--- config.mk ---
export PLATFORM = sky130hd
export DESIGN_NAME = l1_test_access
export DESIGN_NICKNAME = d
export VERILOG_FILES = /design/src/rtl/l1ta_pkg.sv /design/src/rtl/l1ta_ctrl.sv /design/src/rtl/l1ta_datapath.sv /design/src/rtl/l1_test_access.sv
export SDC_FILE = /design/constraint.sdc
export NUM_CORES = 1
export LEC_CHECK = 0
export BUFFER_PORTS_ARGS = -buffer_cell sky130_fd_sc_hd__buf_2
export CORE_MARGIN = 2
export CORE_UTILIZATION = 33
export DETAILED_ROUTE_END_ITERATION = 7
export PLACE_DENSITY_LB_ADDON = 0.08
export SLEW_MARGIN = 25
export SYNTH_ARGS = -nofsm -noshare
export SYNTH_HDL_FRONTEND = slang
export SYNTH_SLANG_ARGS = --single-unit
--- constraint.sdc ---
create_clock -name clk -period 2.2 [get_ports clk]
set_input_delay 0 -clock clk [delete_from_list [all_inputs] [get_ports clk]]
set_output_delay 0 -clock clk [all_outputs]
set_load 0.05 [all_outputs]
--- src/rtl/l1ta_pkg.sv ---
package l1ta_pkg;
  // Register select codes
  localparam logic [1:0] SEL_BASE  = 2'd0;
  localparam logic [1:0] SEL_CMD   = 2'd1;
  localparam logic [1:0] SEL_DLOW  = 2'd2;
  localparam logic [1:0] SEL_DHIGH = 2'd3;

  // Command field positions
  localparam int CMD_WRITE_BIT = 1;
  localparam int CMD_DSEL_BIT  = 2;
  localparam int CMD_WAY_BIT   = 26;
  localparam int CMD_SIDE_BIT  = 24;
  localparam int CMD_BANK_BIT  = 23;
  localparam int CMD_SUB_LO    = 16;

  // Address bit positions the fields land on
  localparam int ADR_WAY_BIT   = 11;
  localparam int ADR_SIDE_BIT  = 21;
  localparam int ADR_BANK_BIT  = 15;
  localparam int ADR_SUB_LO    = 12;
  localparam int ADR_PASS_HI   = 14;

  typedef struct packed {
    logic loadCmd;
    logic loadDLow;
    logic loadDHigh;
    logic captureRd;
  } l1taStrobes_t;
endpackage

--- src/rtl/l1ta_ctrl.sv ---
module l1ta_ctrl
  import l1ta_pkg::*;
#(
  parameter int DATA_W = 32,
  parameter logic [DATA_W-1:0] UNDEF_MASK = 32'hFA7CB801
) (
  input  logic              clk,
  input  logic              rstN,
  input  logic              regWe,
  input  logic [1:0]        regSel,
  input  logic [DATA_W-1:0] regWdata,
  input  logic              memReady,
  input  logic              cmdIsWrite,
  output l1taStrobes_t      strobes,
  output logic              busy,
  output logic              errUndef,
  output logic              errTag
);
  logic idle;
  logic cmdWrite;
  logic cmdNonzero;
  logic hitsUndef;
  logic wantsTag;
  logic startXfer;
  logic ackSeen;

  assign idle       = !busy;
  assign cmdWrite   = regWe && (regSel == SEL_CMD) && idle;
  assign cmdNonzero = |regWdata;
  assign hitsUndef  = |(regWdata & UNDEF_MASK);
  assign wantsTag   = !regWdata[CMD_DSEL_BIT];
  assign startXfer  = cmdWrite && cmdNonzero && !hitsUndef && !wantsTag;
  assign ackSeen    = busy && memReady;

  always_ff @(posedge clk) begin
    if (!rstN) begin
      busy     <= 1'b0;
      errUndef <= 1'b0;
      errTag   <= 1'b0;
    end else begin
      if (cmdWrite && cmdNonzero) begin
        errUndef <= hitsUndef;
        errTag   <= wantsTag;
      end
      if (startXfer)
        busy <= 1'b1;
      else if (ackSeen)
        busy <= 1'b0;
    end
  end

  always_comb begin
    strobes           = '0;
    strobes.loadCmd   = cmdWrite;
    strobes.loadDLow  = regWe && (regSel == SEL_DLOW) && idle;
    strobes.loadDHigh = regWe && (regSel == SEL_DHIGH) && idle;
    strobes.captureRd = ackSeen && !cmdIsWrite;
  end
endmodule

--- src/rtl/l1ta_datapath.sv ---
module l1ta_datapath
  import l1ta_pkg::*;
#(
  parameter int DATA_W = 32,
  parameter logic [DATA_W-1:0] BASE_RESET = 32'hFF800000
) (
  input  logic                clk,
  input  logic                rstN,
  input  l1taStrobes_t        strobes,
  input  logic [1:0]          regSel,
  input  logic [DATA_W-1:0]   regWdata,
  input  logic [2*DATA_W-1:0] memRdata,
  output logic [DATA_W-1:0]   regRdata,
  output logic [DATA_W-1:0]   memAddr,
  output logic [2*DATA_W-1:0] memWdata,
  output logic                cmdIsWrite
);
  localparam int MEM_W = 2 * DATA_W;

  logic [DATA_W-1:0] cmdReg;
  logic [DATA_W-1:0] dLow;
  logic [DATA_W-1:0] dHigh;
  logic [DATA_W-1:0] baseReg;
  logic [DATA_W-1:0] scatter;

  assign baseReg = BASE_RESET;

  always_ff @(posedge clk) begin
    if (!rstN) begin
      cmdReg <= '0;
      dLow   <= '0;
      dHigh  <= '0;
    end else begin
      if (strobes.loadCmd)   cmdReg <= regWdata;
      if (strobes.loadDLow)  dLow   <= regWdata;
      if (strobes.loadDHigh) dHigh  <= regWdata;
      if (strobes.captureRd) begin
        dLow  <= memRdata[DATA_W-1:0];
        dHigh <= memRdata[MEM_W-1:DATA_W];
      end
    end
  end

  always_comb begin
    scatter                            = '0;
    scatter[10:3]                      = cmdReg[10:3];
    scatter[ADR_PASS_HI]               = cmdReg[ADR_PASS_HI];
    scatter[ADR_SUB_LO+1:ADR_SUB_LO]   = cmdReg[CMD_SUB_LO+1:CMD_SUB_LO];
    scatter[ADR_WAY_BIT]               = cmdReg[CMD_WAY_BIT];
    scatter[ADR_BANK_BIT]              = cmdReg[CMD_BANK_BIT];
    scatter[ADR_SIDE_BIT]              = cmdReg[CMD_SIDE_BIT];
  end

  assign memAddr    = baseReg | scatter;
  assign memWdata   = {dHigh, dLow};
  assign cmdIsWrite = cmdReg[CMD_WRITE_BIT];

  always_comb begin
    case (regSel)
      SEL_BASE: regRdata = baseReg;
      SEL_CMD:  regRdata = cmdReg;
      SEL_DLOW: regRdata = dLow;
      default:  regRdata = dHigh;
    endcase
  end
endmodule

--- src/rtl/l1_test_access.sv ---
module l1_test_access
  import l1ta_pkg::*;
#(
  parameter int DATA_W = 32,
  parameter logic [DATA_W-1:0] BASE_RESET = 32'hFF800000,
  parameter logic [DATA_W-1:0] UNDEF_MASK = 32'hFA7CB801
) (
  input  logic                clk,
  input  logic                rstN,
  input  logic                regWe,
  input  logic [1:0]          regSel,
  input  logic [DATA_W-1:0]   regWdata,
  output logic [DATA_W-1:0]   regRdata,
  output logic                busy,
  output logic                errUndef,
  output logic                errTag,
  output logic                memReq,
  output logic                memWe,
  output logic [DATA_W-1:0]   memAddr,
  output logic [2*DATA_W-1:0] memWdata,
  input  logic                memReady,
  input  logic [2*DATA_W-1:0] memRdata
);
  l1taStrobes_t strobes;
  logic         cmdIsWrite;

  l1ta_ctrl #(.DATA_W(DATA_W), .UNDEF_MASK(UNDEF_MASK)) ctrl (
    .clk(clk), .rstN(rstN), .regWe(regWe), .regSel(regSel),
    .regWdata(regWdata), .memReady(memReady), .cmdIsWrite(cmdIsWrite),
    .strobes(strobes), .busy(busy), .errUndef(errUndef), .errTag(errTag)
  );

  l1ta_datapath #(.DATA_W(DATA_W), .BASE_RESET(BASE_RESET)) dp (
    .clk(clk), .rstN(rstN), .strobes(strobes), .regSel(regSel),
    .regWdata(regWdata), .memRdata(memRdata), .regRdata(regRdata),
    .memAddr(memAddr), .memWdata(memWdata), .cmdIsWrite(cmdIsWrite)
  );

  assign memReq = busy;
  assign memWe  = cmdIsWrite;
endmodule

# Word-level counts from Yosys, hierarchy flattened

Cells that the tools add are included.

Output and inout port bits: 133
Register bits: 99

Mux-type cells: 7
Reductions and logical operators: 21
Eq/ne operators: 3

Operators by type and width:

| kind                                                                  | number |
|---|---|
| 32-bit two-way mux                                                    | 4 |
| 32-bit case mux with 3 select lines                                   | 1 |
| 32-bit OR reduction                                                   | 1 |
| 16-bit OR reduction                                                   | 1 |
| 1-bit logical AND                                                     | 11 |
| 2-bit nonzero test                                                    | 3 |
| 2-bit equality test, second input constant                            | 2 |
| 1-bit logical NOT                                                     | 4 |
| 2-bit by 1-bit equality test with 1-bit output, second input constant | 1 |
| 2-bit logical NOT                                                     | 1 |
| 1-bit two-way mux                                                     | 2 |

# Longest topological paths before layout

Gate-level depths: netlist of the first run.

Depth after elaboration: 7
Mapped depth: 7
Mapped depth without buffers: 4

# Cells and area by module

Synthesis of the first run repeated with hierarchy kept, for this count alone.

Cells, all modules: 531
Area total of the unflattened synthesis: 6037.0 um^2

By module, submodules not included:

| module         | instances | cells each | area each (um^2) | sequential area each (um^2) |
|---|---|---|---|---|
| l1ta_datapath  | 1         | 500        | 5755.5           | 1921.8 |
| l1ta_ctrl      | 1         | 30         | 274.0            | 60.1 |
| l1_test_access | 1         | 1          | 7.5              | 0.0 |

# Worst setup path before layout of the first run

Ideal clock, no wire load.

Kind: reg2reg
From: reg ctrl.busy
To: reg dp.dHigh[12]
Setup time: 0.122 ns
Stages on the path, launching flop included: 6
Arrival: 1.648 ns
Path slack: 0.431 ns
Data required time: 2.078 ns
Cells stage by stage: dfxtp_1 nand3b_2 o21ai_2 nor2_2 buf_2 a221o_1

Word-level cells in the longest chain between the ends: 3

Ends and longest elaborated chain:

| what                                                            | RTL line                         | text |
|---|---|---|
| start: declaration                                              | l1ta_ctrl.sv:15                  | `output logic busy,` |
| start signal: assignment                                        | l1ta_ctrl.sv:37                  | `busy <= 1'b0;` |
| start signal: assignment                                        | l1ta_ctrl.sv:46                  | `busy <= 1'b1;` |
| start signal: assignment                                        | l1ta_ctrl.sv:48                  | `busy <= 1'b0;` |
| 1-bit logical AND / 1-bit logical NOT (equally long branches)   | l1ta_ctrl.sv:33, l1ta_ctrl.sv:27 |  |
| 1-bit logical AND, on equally long branches                     | l1ta_ctrl.sv:57, l1ta_ctrl.sv:56 |  |
| 32-bit two-way mux / 2-bit nonzero test (equally long branches) | --                               |  |
| end signal: assignment                                          | l1ta_datapath.sv:36              | `if (strobes.loadDHigh) dHigh <= regWdata;` |
| end signal: assignment                                          | l1ta_datapath.sv:39              | `dHigh <= memRdata[MEM_W-1:DATA_W];` |
| end: declaration                                                | l1ta_datapath.sv:22              | `logic [DATA_W-1:0] dHigh;` |

Several ways; a longest one is shown, not always the timed one.
A chain may end at the register's enable or synchronous reset.

# Final worst setup path of the first run

From: reg ctrl.busy
To: reg dp.dHigh[19]

Same word-level chain as after synthesis.

==> results.sh, run 1 <==
export IMPL_root_buffer="clkbuf_16"
export IMPL_cp_start_kind="flop"
export IMPL_place_inst=919
export IMPL_clkSinkCount=99
export IMPL_ant_nets=0
export IMPL_numPortBuffers=216
export IMPL_cts_tree="built"
export IMPL_area_delta_synth_final_pct=46.6
export IMPL_slew_viol_final=0
export IMPL_n_fill_cell=1409
export IMPL_layout_commonest_cell="buf_2"
export IMPL_async_reset_ff_share_pct=0
export IMPL_dr_total_vias=5182
export IMPL_yosysSeqAreaShare_pct=39.8
export IMPL_crit_arrival_ns=2.21
export IMPL_finalCriticalPeriod_ns=1.93
export IMPL_diodes=0
export IMPL_power_density_nw_per_um2=612
export IMPL_die_y_um=127
export IMPL_finClkSkew_ns=0.00352
export IMPL_layoutNonFillerInstCount=1030
export IMPL_max_slew_margin_rel_pct=48.8
export IMPL_grt_use_total_pct=22.9
export IMPL_synth_compound_area_share_pct=22.9
export IMPL_seq_area_um2=1980
export IMPL_grt_pass1_wl_um=28600
export IMPL_p_leak_nw=3.37
export IMPL_layout_common_cells="buf_2 (216), dfxtp_1 (98), dlygate4sd3_1 (95)"
export IMPL_hold_path_class="primary input to flop"
export IMPL_status="finished clean"
export IMPL_synth_warnings=0
export IMPL_cts_path_max_buffers=2
export IMPL_clkLatencyLatePin_ns=0.34
export IMPL_dieArea_um2=16100
export IMPL_io_pins=235
export IMPL_synth_top_family_by_area="compound AO/OA/AOI/OAI gates"
export IMPL_drc=0
export IMPL_path_clk_slew_ns=0.06
export IMPL_max_cap_viol_count=0
export IMPL_die_w_um=127
export IMPL_synth_area_mux_share_pct=13.4
export IMPL_coreArea_um2=14600
export IMPL_rsz0062_at_grt="no"
export IMPL_hold_viol=0
export IMPL_ir_worst_vdd_mv=0.339
export IMPL_antenna_found_initial=0
export IMPL_synth_edff_count=0
export IMPL_postCtsSetupBuffers=0
export IMPL_synth_adder_area_share_pct=0
export IMPL_synth_area_per_cell_um2=8.80
export IMPL_place_gp_congestion=0.792
export IMPL_totalWireLength_um=18700
export IMPL_multi_input_area_um2=2620
export IMPL_dr_pass1_iters=4
export IMPL_grt_max_degree=76
export IMPL_start_util_pct=34.0
export IMPL_crit_path_max_fanout=17
export IMPL_synth_main_ff_cell="dfxtp_1"
export IMPL_path_class="flop to flop"
export IMPL_cp_end_kind="flop"
export IMPL_postSynthCellCount=566
export IMPL_synth_cell_area_um2=4980
export IMPL_setup_viol=0
export IMPL_nets=943
export IMPL_synth_xor_xnor_area_share_pct=0
export IMPL_place_hpwl_um=12500
export IMPL_max_freq_ghz=0.519
export IMPL_yosys_area_share_simple_pct=14.0
export IMPL_critPathRequiredTime_ns=2.49
export IMPL_synth_distinct_cells=33
export IMPL_max_slew_worst_pin_slew_ns=0.769
export IMPL_cts_made_buffers=9
export IMPL_overflow=0
export IMPL_htreeDepth=3
export IMPL_ys_seq_elements=99
export IMPL_drt_vias_per_instance=5.03
export IMPL_drtIter0Drc=191
export IMPL_fin_crit_sh_pct=87.6
export IMPL_grt_pass1_vias=5189
export IMPL_wl_per_cell_um=18.2
export IMPL_timing_setup_tns_ns=0
export IMPL_std_cell_rows=44
export IMPL_drive_gt1_share_pct=34.9
-- cells in the mapped netlist, types with 2 or more instances --
library cell / n / area share, %
clkbuf_1: 23 / 1.7
inv_2: 2 / 0.15
nor2_1: 21 / 1.6
conb_1: 2 / 0.15
buf_4: 38 / 5.7
nand4_1: 2 / 0.25
and3_1: 21 / 2.6
o21ai_0: 32 / 3.2
mux2i_1: 41 / 8.2
dfxtp_1: 99 / 40
nor4_1: 8 / 1.0
buf_2: 20 / 2.0
a22o_1: 23 / 4.0
nor3_1: 2 / 0.20
a311oi_2: 11 / 3.3
nand2_1: 88 / 6.6
mux2_2: 23 / 5.2
nand3_1: 2 / 0.20
a221o_1: 21 / 4.2
a21oi_1: 74 / 7.4
-- sequential cells by signal, indices dropped and copies added, names as in the netlist --
| signal | cells |
|---|---|
| ctrl.errUndef | 1 |
| dp.dLow | 32 |
| ctrl.busy | 1 |
| dp.cmdReg | 32 |
| ctrl.errTag | 1 |
| dp.dHigh | 32 |
-- critical path, cell delays in order, from the launching register on --
cell,delay (ns)
dfxtp_2,0.49
inv_2,0.11
nor3b_4,0.21
buf_4,0.25
and3_1,0.17
a221o_1,0.09
dlygate4sd3_1,0.54
-- power by group --
part           leakage, nW  internal, mW  switching, mW
clock network        0.137         0.828          0.682
logic                 2.43         0.365          0.684
registers            0.806          1.86         0.0497
-- through the flow --
step	util (%)	power (mW)	cell area (um2)	setup WS, ns	hold slack [ns]
after floorplan	-	2.60	5040	0.431	0.136
after global placement	41.4	2.86	6060	0.487	0.276
after detailed placement	41.4	2.87	6060	0.385	0.283
after CTS	49.8	4.50	7290	0.0587	0.00985
after global routing	49.9	4.64	7300	0.190	0.0335
final	49.9	4.47	7300	0.272	0.0137
-- final timing paths --
path	endpoint	from	slack [ns]	cells past startpoint
min reg2reg	dp.cmdReg[31]$_SDFFE_PN0P_	dp.cmdReg[31]$_SDFFE_PN0P_	0.46	2
max reg2reg	dp.dHigh[19]$_SDFFE_PN0P_	ctrl.busy$_SDFFE_PN0P_	0.27	6
max	dp.dHigh[19]$_SDFFE_PN0P_	ctrl.busy$_SDFFE_PN0P_	0.27	6
min	dp.dHigh[31]$_SDFFE_PN0P_	memRdata[63]	0.01	3
-- cells by family (layout without fill, tap and decap cells) --
logic type / Yosys count / after routing
and+or+nand+nor: 152 / 152
other: 2 / 18
muxes: 64 / 64
buffers and inverters: 84 / 348
AOI/OAI and AO/OA: 165 / 165
DFF: 99 / 99
-- metal layers --
| metal | vias to the layer above | track usage (%) | wire, um |
|---|---|---|---|
| met5 | - | 0 | 0 |
| met4 | 0 | 7.37 | 206 |
| met3 | 15 | 3.88 | 1070 |
| met2 | 178 | 37.9 | 9080 |
| met1 | 2445 | 30.4 | 8340 |
| li1 | 2544 | - | - |
-- what timing repair did --
item | in CTS | in global routing
endpoints found under the hold margin | 95 | 0
hold buffers | 95 | 0
gates resized for setup | 0 | 3
setup endpoints to repair | 0 | 2
-- final cells by class --
cell class,count,area share (%)
Multi-Input combinational cell,399,35.9
Timing Repair Buffer,330,30.0
Sequential cell,99,27.2
Clock buffer,14,3.62
Tap cell,184,3.15
Clock inverter,2,0.137
Inverter,2,0.103
No activity file was read; power rests on OpenSTA's default activity.
==> run 2: changes to the inputs <==
Settings changed: SETUP_SLACK_MARGIN set to 0.3.
Clock period 2.2 ns to 2.3 ns, I/O delays scaled along.
==> run 2 against run 1 <==
  * Clock-buffer cell count is 1 lower
  * Final cell count unchanged
  * Highest routed layer unchanged
  * Maximum frequency increased by 5.7%
  * Power decreased by 4.3%
  * Sequential share of layout area barely moved
  * Die area stayed put
  * Sequential power shrank 4%
  * Via count increased by 2.0%
  * Register-to-register slack better by 0.20 ns
  * Largest cell class unchanged
  * Critical path depth fell by 2
  * Combinational power is 4% lower
  * Clock skew barely moved
==> results.sh, run 2 (synthesis gave the netlist of run 1 again) <==
export IMPL_drive_gt1_share_pct=34.8
export IMPL_clkLatencyLatePin_ns=0.34
export IMPL_r2r_end="dp.dHigh[22]$_SDFFE_PN0P_"
export IMPL_drtIter0Drc=267
export IMPL_slew_viol_final=0
export IMPL_cpMaxStageDelayCell="buf_4"
export IMPL_cts_tree="built"
export IMPL_min_path_cells=3
export IMPL_path_class="flop to flop"
export IMPL_cp_end_kind="flop"
export IMPL_crit_arrival_ns=2.07
export IMPL_std_cell_rows=44
export IMPL_dr_total_vias=5287
export IMPL_setup_ws_ns=0.477
export IMPL_place_hpwl_um=12500
export IMPL_nets=943
export IMPL_min_to="ctrl.busy$_SDFFE_PN0P_"
export IMPL_whs_ns=0.0363
export IMPL_ir_worst_vdd_mv=0.336
export IMPL_p_leak_nw=3.37
export IMPL_max_slew_margin_rel_pct=47.0
export IMPL_drc=0
export IMPL_cp_start_kind="flop"
export IMPL_slowest_delay_ns=0.62
export IMPL_antenna_found_initial=1
export IMPL_htreeDepth=3
export IMPL_area_delta_synth_final_pct=46.4
export IMPL_dr_pass1_iters=4
export IMPL_grt_use_total_pct=23.0
export IMPL_path_clk_slew_ns=0.06
export IMPL_reg_largest_list="dp.cmdReg x32, dp.dHigh x32, dp.dLow x32"
export IMPL_crit_chain="nand3b_2 > buf_4 > nand2_1 > a311oi_2"
export IMPL_grt_pass1_vias=5275
export IMPL_path_delay_family="buffers and inverters"
export IMPL_reg2reg_slack_ns=0.48
export IMPL_drt_vias_per_instance=5.13
export IMPL_start_util_pct=34.0
export IMPL_layout_common_cells="buf_2 (216), dfxtp_1 (99), dlygate4sd3_1 (96)"
export IMPL_die_y_um=127
export IMPL_critPathRequiredTime_ns=2.55
export IMPL_max_slew_worst_pin_slew_ns=0.794
export IMPL_status="finished clean"
export IMPL_hold_path_class="primary input to flop"
export IMPL_wl_per_cell_um=18.3
export IMPL_clkSinkCount=99
export IMPL_grt_pass1_wl_um=28700
export IMPL_layout_commonest_cell="buf_2"
export IMPL_totalWireLength_um=18900
export IMPL_hold_path_startpoint="memReady"
export IMPL_ff2ff_path_depth=4
export IMPL_hold_viol=0
export IMPL_rsz0062_at_grt="no"
export IMPL_setup_viol=0
export IMPL_cts_made_buffers=9
export IMPL_crit_path_max_fanout=75
export IMPL_cts_path_max_buffers=2
export IMPL_timing_setup_tns_ns=0
export IMPL_die_w_um=127
export IMPL_power_density_nw_per_um2=586
export IMPL_pre_cts_ws_ns=0.518
export IMPL_dieArea_um2=16100
export IMPL_ant_nets=0
export IMPL_io_pins=235
export IMPL_place_gp_congestion=0.784
export IMPL_finClkSkew_ns=0.00321
export IMPL_coreArea_um2=14600
export IMPL_overflow=0
export IMPL_numPortBuffers=216
export IMPL_r2r_start="dp.cmdReg[1]$_SDFFE_PN0P_"
export IMPL_max_freq_ghz=0.548
export IMPL_fin_crit_sh_pct=79.3
export IMPL_finalCriticalPeriod_ns=1.82
export IMPL_root_buffer="clkbuf_16"
export IMPL_n_fill_cell=1436
export IMPL_critPathBufInv=1
export IMPL_grt_max_degree=76
export IMPL_max_cap_viol_count=0
run 2: cell count changes in the layout (fill, tap and decap cells not counted), sizes merged:
cell,delta
clkbuf,-1
dlygate4sd3,+1
buf,-1
diode,+1
run 2: layout make-up:
cell class	count	area [um2]	share of cell area, %
multi-input combinational	399	2610	35.8
timing repair buffer	330	2180	29.9
sequential	99	1980	27.2
clock buffer	13	270	3.71
tap	184	230	3.16
clock inverter	2	10.0	0.137
inverter	2	7.51	0.103
antenna	1	2.50	0.0343
run 2: per-stage QoR:
stage               cells  util (%)  area (um2)  power (mW)
finish               1030      49.8        7290        4.27
global placement      918      41.3        6040        2.73
floorplan             582         -        5040        2.48
global route         1030      49.8        7290        4.46
CTS                  1028      49.7        7270        4.31
detailed placement    918      41.3        6040        2.74
run 2: what timing repair did:
item                      in CTS  in global routing
resized for setup              0                  0
buffers inserted               0                  0
hold buffers                  95                  1
hold endpoints to repair      95                  1
run 2: worst reg2reg max path, stage by stage (launching register included):
cell and delay, ns:
dfxtp_1 0.45, nand3b_2 0.18, buf_4 0.62, nand2_1 0.19, a311oi_2 0.29
run 2: layer usage:
metal / global-route usage [%] / routed length [um] / vias up / part of all wire [%]
li1: - / - / 2540 / -
met1: 29.7 / 8430 / 2535 / 45
met2: 38.6 / 8970 / 186 / 47
met3: 3.75 / 1060 / 26 / 5.6
met4: 8.53 / 432 / 0 / 2.3
met5: 0 / 0 / - / 0
run 2: worst max path at each step:
stage,from,end,slack (ns),depth (start not counted)
2_1_floorplan,ctrl.busy$_SDFFE_PN0P_,dp.dHigh[12]$_SDFFE_PN0P_,0.53,5
3_3_place_gp,regSel[0],dp.cmdReg[25]$_SDFFE_PN0P_,0.59,5
4_1_cts,ctrl.busy$_SDFFE_PN0P_,dp.dHigh[27]$_SDFFE_PN0P_,0.49,4
5_1_grt,ctrl.busy$_SDFFE_PN0P_,dp.dHigh[22]$_SDFFE_PN0P_,0.37,4
6_report,dp.cmdReg[1]$_SDFFE_PN0P_,dp.dHigh[22]$_SDFFE_PN0P_,0.48,4
3_5_place_dp,ctrl.busy$_SDFFE_PN0P_,dp.dHigh[27]$_SDFFE_PN0P_,0.52,4
run 2: report_power, final:
part / switching (mW) / internal [mW] / total [mW]
registers: 0.0478 / 1.78 / 1.83
logic: 0.657 / 0.348 / 1.01
clock network: 0.629 / 0.814 / 1.44
==> run 3: changes to the inputs <==
Settings changed: ABC_AREA set to 1.
Clock period 2.3 ns to 1.79 ns, I/O delays scaled along.
==> run 3 against run 2 <==
  * Sequential cell count stayed put
  * Global-route usage is 0.20 points higher
  * Combinational power is 39% higher
  * Register-to-register slack worse by 0.05 ns
  * Largest cell class unchanged
==> results.sh, run 3 <==
export IMPL_status="finished clean"
export IMPL_cp_end_kind="flop"
export IMPL_multi_input_area_um2=2330
export IMPL_final_util_pct=49.9
export IMPL_ant_nets=0
export IMPL_synth_main_ff_cell="dfxtp_1"
export IMPL_synthMostInstantiatedCell="nand2_1"
export IMPL_wl_per_cell_um=15.8
export IMPL_diodes=0
export IMPL_p_int_mw=3.76
export IMPL_p_clk_share_pct=32.7
export IMPL_finalCriticalPeriod_ns=1.36
export IMPL_r2r_start="dp.cmdReg[1]$_SDFFE_PN0P_"
export IMPL_synth_top_cell_by_area="dfxtp_1"
export IMPL_p_total_mw=5.63
export IMPL_fin_crit_sh_pct=76.2
export IMPL_whs_ns=0.0824
export IMPL_startpoint="dp.cmdReg[1]$_SDFFE_PN0P_"
export IMPL_setup_ws_ns=0.426
export IMPL_layout_commonest_cell="buf_2"
export IMPL_finClkSkew_ns=0.00774
export IMPL_synth_area_top_cells="dfxtp_1 (41%), nand2_1 (16%), o21ai_0 (9.7%)"
export IMPL_power_density_nw_per_um2=782
export IMPL_slowest_delay_ns=0.34
export IMPL_path_clk_slew_ns=0.07
export IMPL_r2r_end="dp.dHigh[24]$_SDFFE_PN0P_"
export IMPL_grt_max_degree=49
export IMPL_layout_common_cells="buf_2 (216), nand2_1 (206), dfxtp_1 (97), dlygate4sd3_1 (97), o21ai_0 (93)"
export IMPL_cts_path_max_buffers=2
export IMPL_p_switching_mw=1.86
export IMPL_seqPwrFrac_pct=42.4
export IMPL_rsz0062_at_grt="no"
export IMPL_synth_area_per_cell_um2=6.85
export IMPL_pre_cts_ws_ns=0.360
export IMPL_cp_start_kind="flop"
export IMPL_dr_total_vias=5762
export IMPL_synth_top_area_share_pct=40.9
export IMPL_nets=1089
export IMPL_numPortBuffers=216
export IMPL_ir_worst_vdd_mv=0.380
export IMPL_reg2reg_slack_ns=0.43
export IMPL_synth_edff_count=0
export IMPL_grt_pass1_wl_um=28900
export IMPL_crit_arrival_ns=1.64
export IMPL_antenna_found_initial=0
export IMPL_drive_gt1_share_pct=26.9
export IMPL_htreeDepth=3
export IMPL_place_gp_congestion=0.833
export IMPL_coreArea_um2=14400
export IMPL_drc=0
export IMPL_hold_path_class="primary input to flop"
export IMPL_max_freq_ghz=0.733
export IMPL_critPathRequiredTime_ns=2.07
export IMPL_clkLatencyLatePin_ns=0.35
export IMPL_place_hpwl_um=12600
export IMPL_yosysSeqAreaShare_pct=40.9
export IMPL_max_slew_worst_pin_slew_ns=0.672
export IMPL_die_y_um=125
export IMPL_clkSinkCount=99
export IMPL_ys_seq_elements=99
export IMPL_path_class="flop to flop"
export IMPL_overflow=0
export IMPL_start_util_pct=33.6
export IMPL_hold_viol=0
export IMPL_max_cap_viol_count=0
export IMPL_grt_use_total_pct=23.2
export IMPL_slew_viol_final=0
export IMPL_dr_pass1_iters=5
export IMPL_max_slew_margin_rel_pct=55.1
export IMPL_synth_cell_area_um2=4840
export IMPL_postCtsSetupBuffers=0
export IMPL_ff2ff_path_depth=6
export IMPL_cts_tree="built"
export IMPL_die_w_um=125
export IMPL_totalWireLength_um=18600
export IMPL_power_frac_comb_pct=24.9
export IMPL_seq_area_um2=1990
export IMPL_area_delta_synth_final_pct=48.6
export IMPL_grt_pass1_vias=5499
export IMPL_crit_path_max_fanout=34
export IMPL_drtIter0Drc=326
export IMPL_root_buffer="clkbuf_16"
export IMPL_synth_commonest_cells="nand2_1 (208), dfxtp_1 (99), o21ai_0 (94)"
export IMPL_setup_viol=0
export IMPL_n_fill_cell=1500
export IMPL_dieArea_um2=15700
export IMPL_p_leak_nw=3.45
export IMPL_synth_warnings=0
export IMPL_std_cell_rows=44
export IMPL_timing_setup_tns_ns=0
export IMPL_reg_largest_list="dp.cmdReg x32, dp.dHigh x32, dp.dLow x32"
export IMPL_cpMaxStageDelayCell="dfxtp_4"
export IMPL_swShare_pct=33.1
export IMPL_synth_distinct_cells=24
export IMPL_postSynthCellCount=707
export IMPL_cts_made_buffers=9
export IMPL_endpoint="dp.dHigh[24]$_SDFFE_PN0P_"
export IMPL_io_pins=235
export IMPL_crit_chain="inv_1 > nand3_2 > inv_2 > buf_6 > nand2_1 > a31oi_1"
export IMPL_async_reset_ff_share_pct=0
export IMPL_drt_vias_per_instance=4.90
-- run 3: layer usage --
| metal | global-route usage (%) | part of all wire, % | up-vias | wire (um) |
|---|---|---|---|---|
| met3 | 3.21 | 6.3 | 17 | 1170 |
| met1 | 30.6 | 44 | 2631 | 8260 |
| met4 | 7.19 | 1.4 | 0 | 265 |
| li1 | - | - | 2876 | - |
| met5 | 0 | 0 | - | 0 |
| met2 | 39.3 | 48 | 238 | 8920 |
-- run 3: layout make-up --
class                      instances  share of cell area [%]
clock buffer                      14                    3.67
timing repair buffer             334                    31.1
clock inverter                     2                   0.139
sequential                        99                    27.6
tap                              184                    3.20
inverter                          36                    1.88
multi-input combinational        507                    32.4
-- run 3: how the worst min path moves through the flow --
| stage | depth (start not counted) | startpoint | slack, ns | endpoint |
|---|---|---|---|---|
| after CTS | 3 | rstN | 0.07 | dp.cmdReg[1]$_SDFFE_PN0P_ |
| after global placement | 3 | memRdata[26] | 0.25 | dp.dLow[26]$_SDFFE_PN0P_ |
| after floorplan | 2 | regWdata[23] | 0.13 | dp.cmdReg[23]$_SDFFE_PN0P_ |
| after global routing | 3 | rstN | 0.11 | dp.dLow[2]$_SDFFE_PN0P_ |
| final | 3 | rstN | 0.08 | dp.cmdReg[1]$_SDFFE_PN0P_ |
| after detailed placement | 3 | memRdata[26] | 0.25 | dp.dLow[26]$_SDFFE_PN0P_ |
-- run 3: power groups by stage --
stage / logic [mW] / clock network, mW / registers [mW]
after detailed placement: 1.23 / 0 / 2.44
after global placement: 1.22 / 0 / 2.43
final: 1.40 / 1.84 / 2.39
after global routing: 1.49 / 1.97 / 2.40
after floorplan: 0.647 / 0 / 2.68
after CTS: 1.39 / 1.87 / 2.39
-- run 3: metrics by stage --
stage	cell area, um2	cells
floorplan	4920	723
global placement	5940	1063
detailed placement	5940	1063
CTS	7180	1176
global route	7200	1176
finish	7200	1176
-- run 3: critical path: cells and delay by family (launching register included) --
kind | cells | cell delay (ns)
compound gates | 1 | 0.19
buf+inv | 3 | 0.50
flops | 1 | 0.34
simple gates | 2 | 0.27
-- run 3: cell families (layout without fill, tap and decap cells) --
| group | Yosys count | count (layout) | share of synthesized area [%] |
|---|---|---|---|
| simple gates | 296 | 296 | 25.0 |
| compound gates | 193 | 193 | 21.5 |
| buf+inv | 117 | 386 | 12.5 |
| flops | 99 | 99 | 40.9 |
| other cells | 2 | 18 | 0.155 |
-- run 3: timing repair --
item	in CTS	in global routing
hold endpoints to repair	97	0
endpoints found under the setup margin	0	21
resized for setup	0	4
hold buffers	97	0
